## config.mk

```make
export PLATFORM = sky130hd
export DESIGN_NAME = ac_pulse_gen
export DESIGN_NICKNAME = d
export VERILOG_FILES = /design/src/rtl/ac_pulse_pkg.sv /design/src/rtl/ac_mode_decode.sv /design/src/rtl/ac_pin_cell.sv /design/src/rtl/ac_pulse_gen.sv
export SDC_FILE = /design/constraint.sdc
export NUM_CORES = 1
export LEC_CHECK = 0
export CAP_MARGIN = 30
export CORE_MARGIN = 3
export CORE_UTILIZATION = 25
export DETAILED_ROUTE_END_ITERATION = 8
export PLACE_DENSITY = 0.51
export SLEW_MARGIN = 20
export SYNTH_ARGS = -nofsm -noshare
export SYNTH_HDL_FRONTEND = slang
export SYNTH_SLANG_ARGS = --single-unit
```

## constraint.sdc

```tcl
create_clock -name tck -period 1.5 [get_ports tck]
set_clock_uncertainty 0.2 [all_clocks]
set_input_delay 0.3 -clock tck [delete_from_list [all_inputs] [get_ports tck]]
set_output_delay 0.3 -clock tck [all_outputs]
set_load 0.005 [all_outputs]
```

## src/rtl/ac_pulse_pkg.sv

```systemverilog
package ac_pulse_pkg;
  typedef enum logic [1:0] {
    DM_FUNC   = 2'd0,
    DM_STATIC = 2'd1,
    DM_PULSE  = 2'd2,
    DM_TRAIN  = 2'd3
  } drive_mode_t;
endpackage

```

## src/rtl/ac_mode_decode.sv

```systemverilog
module ac_mode_decode
  import ac_pulse_pkg::*;
(
  input  logic        sel_static_i,
  input  logic        sel_pulse_i,
  input  logic        sel_train_i,
  input  logic        st_update_ir_i,
  input  logic        st_update_dr_i,
  output drive_mode_t mode_o,
  output logic        in_update_o
);
  // train outranks pulse, pulse outranks static
  always_comb begin
    if (sel_train_i)       mode_o = DM_TRAIN;
    else if (sel_pulse_i)  mode_o = DM_PULSE;
    else if (sel_static_i) mode_o = DM_STATIC;
    else                   mode_o = DM_FUNC;
  end

  assign in_update_o = st_update_ir_i | st_update_dr_i;
endmodule

```

## src/rtl/ac_pin_cell.sv

```systemverilog
module ac_pin_cell
  import ac_pulse_pkg::*;
(
  input  logic        tck_i,
  input  logic        rst_i,
  input  drive_mode_t mode_i,
  input  logic        in_update_i,
  input  logic        in_idle_i,
  input  logic        upd_i,
  input  logic        core_i,
  output logic        pin_o
);
  logic inv_q, inv_d;
  logic pin_q, pin_d;

  always_comb begin
    inv_d = 1'b0;
    pin_d = core_i;
    case (mode_i)
      DM_STATIC: pin_d = upd_i;
      DM_PULSE: begin
        inv_d = in_idle_i;
        pin_d = upd_i ^ in_idle_i;
      end
      DM_TRAIN: begin
        inv_d = in_idle_i & ~inv_q;
        pin_d = upd_i ^ (in_idle_i & ~inv_q);
      end
      default: pin_d = core_i;
    endcase
  end

  always_ff @(negedge tck_i) begin
    if (rst_i) begin
      inv_q <= 1'b0;
      pin_q <= core_i;
    end else begin
      inv_q <= inv_d;
      pin_q <= pin_d;
    end
  end

  assign pin_o = pin_q;

  // one cycle of post-reset history available for $past
  logic live_q;
  always_ff @(negedge tck_i) begin
    if (rst_i) live_q <= 1'b0;
    else       live_q <= 1'b1;
  end

  assert_func_pass_R1: assert property (@(negedge tck_i) disable iff (rst_i)
    (mode_i == DM_FUNC) |=> (pin_o == $past(core_i)));

  assert_static_level_R2: assert property (@(negedge tck_i) disable iff (rst_i)
    (mode_i == DM_STATIC) |=> (pin_o == $past(upd_i)));

  assert_true_outside_idle_R3: assert property (@(negedge tck_i) disable iff (rst_i)
    ((mode_i == DM_PULSE || mode_i == DM_TRAIN) && (in_update_i || !in_idle_i))
      |=> (pin_o == $past(upd_i)));

  assert_pulse_hold_R4: assert property (@(negedge tck_i) disable iff (rst_i)
    (mode_i == DM_PULSE && in_idle_i) |=> (pin_o == !$past(upd_i)));

  assert_train_flip_R5: assert property (@(negedge tck_i) disable iff (rst_i)
    (live_q && mode_i == DM_TRAIN && in_idle_i && $past(mode_i == DM_TRAIN && in_idle_i)
      && $stable(upd_i)) |=> (pin_o != $past(pin_o)));

  assert_reset_clear_R7: assert property (@(negedge tck_i)
    rst_i |=> (pin_o == $past(core_i) && !inv_q));
endmodule

```

## src/rtl/ac_pulse_gen.sv

```systemverilog
module ac_pulse_gen
  import ac_pulse_pkg::*;
#(
  parameter int PINS = 4
) (
  input  logic            tck,
  input  logic            tap_reset,
  input  logic            st_update_ir,
  input  logic            st_update_dr,
  input  logic            st_run_idle,
  input  logic            sel_static,
  input  logic            sel_pulse,
  input  logic            sel_train,
  input  logic [PINS-1:0] upd_data,
  input  logic [PINS-1:0] core_data,
  output logic [PINS-1:0] pin_drive
);
  drive_mode_t mode;
  logic        in_update;

  ac_mode_decode u_decode (
    .sel_static_i   (sel_static),
    .sel_pulse_i    (sel_pulse),
    .sel_train_i    (sel_train),
    .st_update_ir_i (st_update_ir),
    .st_update_dr_i (st_update_dr),
    .mode_o         (mode),
    .in_update_o    (in_update)
  );

  // one independent cell per pin
  for (genvar g = 0; g < PINS; g++) begin : g_cell
    ac_pin_cell u_cell (
      .tck_i       (tck),
      .rst_i       (tap_reset),
      .mode_i      (mode),
      .in_update_i (in_update),
      .in_idle_i   (st_run_idle),
      .upd_i       (upd_data[g]),
      .core_i      (core_data[g]),
      .pin_o       (pin_drive[g])
    );
  end

  // any change of the pins happens while TCK is low
  always @(pin_drive) begin
    assert_fall_only_R8: assert (tck !== 1'b1);
  end
endmodule

```

==> impl_metrics.json <==
{
  "status": "finished, violations left",
  "violations": "negative setup slack",
  "clkSinkCount": 8,
  "stdcell_count": 95,
  "path_delay_family": "flip-flops",
  "holdWs_ps": 236.6,
  "slowest_stage": "dfxtp_2",
  "yosysTopAreaCell": "dfxtp_1",
  "fin_area_um2": 772.0,
  "vias_per_cell": 4.789,
  "grt_util_met2_pct": 21.93,
  "seq_area_frac_synth_pct": 37.65,
  "min_path_type": "flip-flop to flip-flop",
  "dp_hpwl_um": 701.7,
  "yosys.area.top_type_share_pct": 37.65,
  "globalRouteMet1Util_pct": 13.21,
  "rsz0062_at_grt": "yes",
  "required_ps": 1000,
  "n_fill_cell": 145,
  "cts_tree": "built",
  "ys_seq_elements": 8,
  "end_kind": "output pin",
  "arrival_ps": 1500,
  "multi_input_area_um2": 297.8,
  "drive_above_1_share_pct": 43.04,
  "pre_cts_slack_ps": -1167,
  "io-pin-count": 20,
  "max_slew_margin_pct": 77.96,
  "portBuffers": 17,
  "start_util_pct": 27.29,
  "coreArea_um2": 1559,
  "max_cap_viol_count": 0,
  "met3_usage_pct": 7.663,
  "max_stage_delay_ps": 320,
  "clock_path_buffers": 2,
  "p_leak_nw": 0.3444,
  "seqCellArea_um2": 161.4,
  "grt_first_pass_wirelength_um": 2042,
  "die_y_um": 47.25,
  "crit_buf_inv": 1,
  "synthCells": 49,
  "via_count": 455,
  "dr.pass1.iters": 3,
  "finalHoldViolations": 0,
  "grt_pass1_vias": 485,
  "finalMaxSlewViolations": 0,
  "wl_per_cell_um": 12.94,
  "numCtsBuffers": 3,
  "critPathMaxFanout": 1,
  "grtUsageTotal_pct": 13.51,
  "crit_chain": "buf_6",
  "placed_area_um2": 596.8,
  "synthDistinctLibCells": 20,
  "worstMarginPinSlew_ps": 329.6,
  "yosysWarnings": 0,
  "cts-htree-levels": 1,
  "grt_overflow": 0,
  "placedCellCount": 79,
  "setup_viol": 12,
  "power.total_mw": 0.6406,
  "start_kind": "flip-flop",
  "fp.dieW_um": 47.25,
  "antenna_found_initial": 0,
  "post-route-drc-count": 0,
  "drt_wl_total_um": 1229,
  "rows": 14,
  "power_density_nw_per_um2": 829.9,
  "ys_top_cells_by_area": "dfxtp_1, buf_4, nand3b_1, a21oi_1, a2111oi_0",
  "fin_ws_ps": -497.8,
  "synth.avg_cell_area_um2": 8.682,
  "irDropWorstVdd_v": 0.0004559,
  "antennaDiodeCount": 0,
  "nNetsFinal": 97,
  "syn_area_um2": 425.4,
  "syn_nets": 65,
  "path_clk_slew_ps": 50,
  "clkLatencyLatePin_ps": 320,
  "areaGrowthSynthToFinish_pct": 81.47,
  "gp_congestion": 0.6968,
  "grt.busiest_layer": "met2",
  "drtAntennaViolNets": 0,
  "first_iter_violations": 9,
  "critical_path_class": "flip-flop to output pin",
  "grt_max_degree": 9,
  "cts_root_buf": "clkbuf_4",
  "dieArea_um2": 2233
}
[metrics by stage]
stage	TNS [ps]	util (%)
2_1_floorplan	-4532	-
3_3_place_gp	-10960	38.28
3_5_place_dp	-11100	38.28
4_1_cts	-3896	47.83
5_1_grt	-4325	49.52
6_report	-4036	49.52
[cell families after synthesis]
family,share of synthesized area (%)
AND/OR/NAND/NOR,23.23
buffers and inverters,14.12
flip-flops,37.65
AO/OA/AOI/OAI,25.00
[sequential cells by signal, summed over array words and instances, names as in the netlist]
| name | count |
|---|---|
| g_cell.u_cell.inv_q | 4 |
| g_cell.u_cell.pin_o | 4 |
[synth_stat cells]
cell type,n
a211o_1,1
dfxtp_1,8
nand2_1,4
a21oi_1,4
nand3_1,3
a2111oi_2,1
o21a_1,1
and3_2,1
or2b_1,1
inv_1,4
buf_6,1
nor3_4,1
clkbuf_1,1
a211oi_1,1
nand3b_1,3
nor2_1,4
buf_4,4
o21a_4,1
a2111oi_0,2
o21ai_0,3
[worst register-to-register path: stages (launching register included)]
cell and delay, ps:
dfxtp_1 340, nand2_1 130, a2111oi_4 350, nand3b_1 140
[area by class of cell]
type | instances | area share, %
Sequential cell | 8 | 20.91
Clock buffer | 3 | 2.917
Clock inverter | 8 | 3.890
Multi-Input combinational cell | 32 | 38.57
Inverter | 3 | 1.459
Tap cell | 16 | 2.593
Timing Repair Buffer | 25 | 29.66
[repair_timing]
action / CTS / global route
gates resized for setup: 62 / 7
pin swaps: 7 / 1
setup endpoints to repair: 12 / 12
setup buffers: 4 / 0
hold buffers: 0 / 0
cloned: 2 / 0
[power by group]
| group | switching, mW | leakage [nW] | total [mW] | internal, mW |
|---|---|---|---|---|
| sequential | 0.00698 | 0.0668 | 0.239 | 0.233 |
| clock | 0.132 | 0.0564 | 0.253 | 0.121 |
| combinational | 0.0630 | 0.221 | 0.148 | 0.0854 |
[final timing paths]
check                                            start                     end  slack, ps  cells after the start
worst max-delay path            g_cell[2].u_cell.pin_o            pin_drive[2]       -500                      1
worst min-delay path            g_cell[0].u_cell.inv_q  g_cell[0].u_cell.inv_q        240                      1
worst max register to register  g_cell[3].u_cell.inv_q  g_cell[3].u_cell.pin_o        290                      3
worst min register to register  g_cell[0].u_cell.inv_q  g_cell[0].u_cell.inv_q        240                      1
[cell usage in the layout, fill, tap and decap left out, drive strengths merged]
master / count
nor3: 1
nand2: 4
a211o: 1
dfxtp: 8
a21oi: 4
nand3b: 3
a211oi: 1
inv: 11
clkbuf: 3
nor2: 4
or2b: 1
and3: 1
nand3: 3
clkdlybuf4s50: 3
a2111oi: 3
o21ai: 3
buf: 17
o21a: 3
dlygate4sd2: 5
[per-layer routing]
layer	vias to the layer above	part of all wire, %	wire [µm]
met4	0	0.49	6
met5	-	0	0
met3	2	6.3	78
met2	13	52	642
met1	206	41	501
li1	234	-	-
Note: power is estimated with default switching activity, not from simulation.
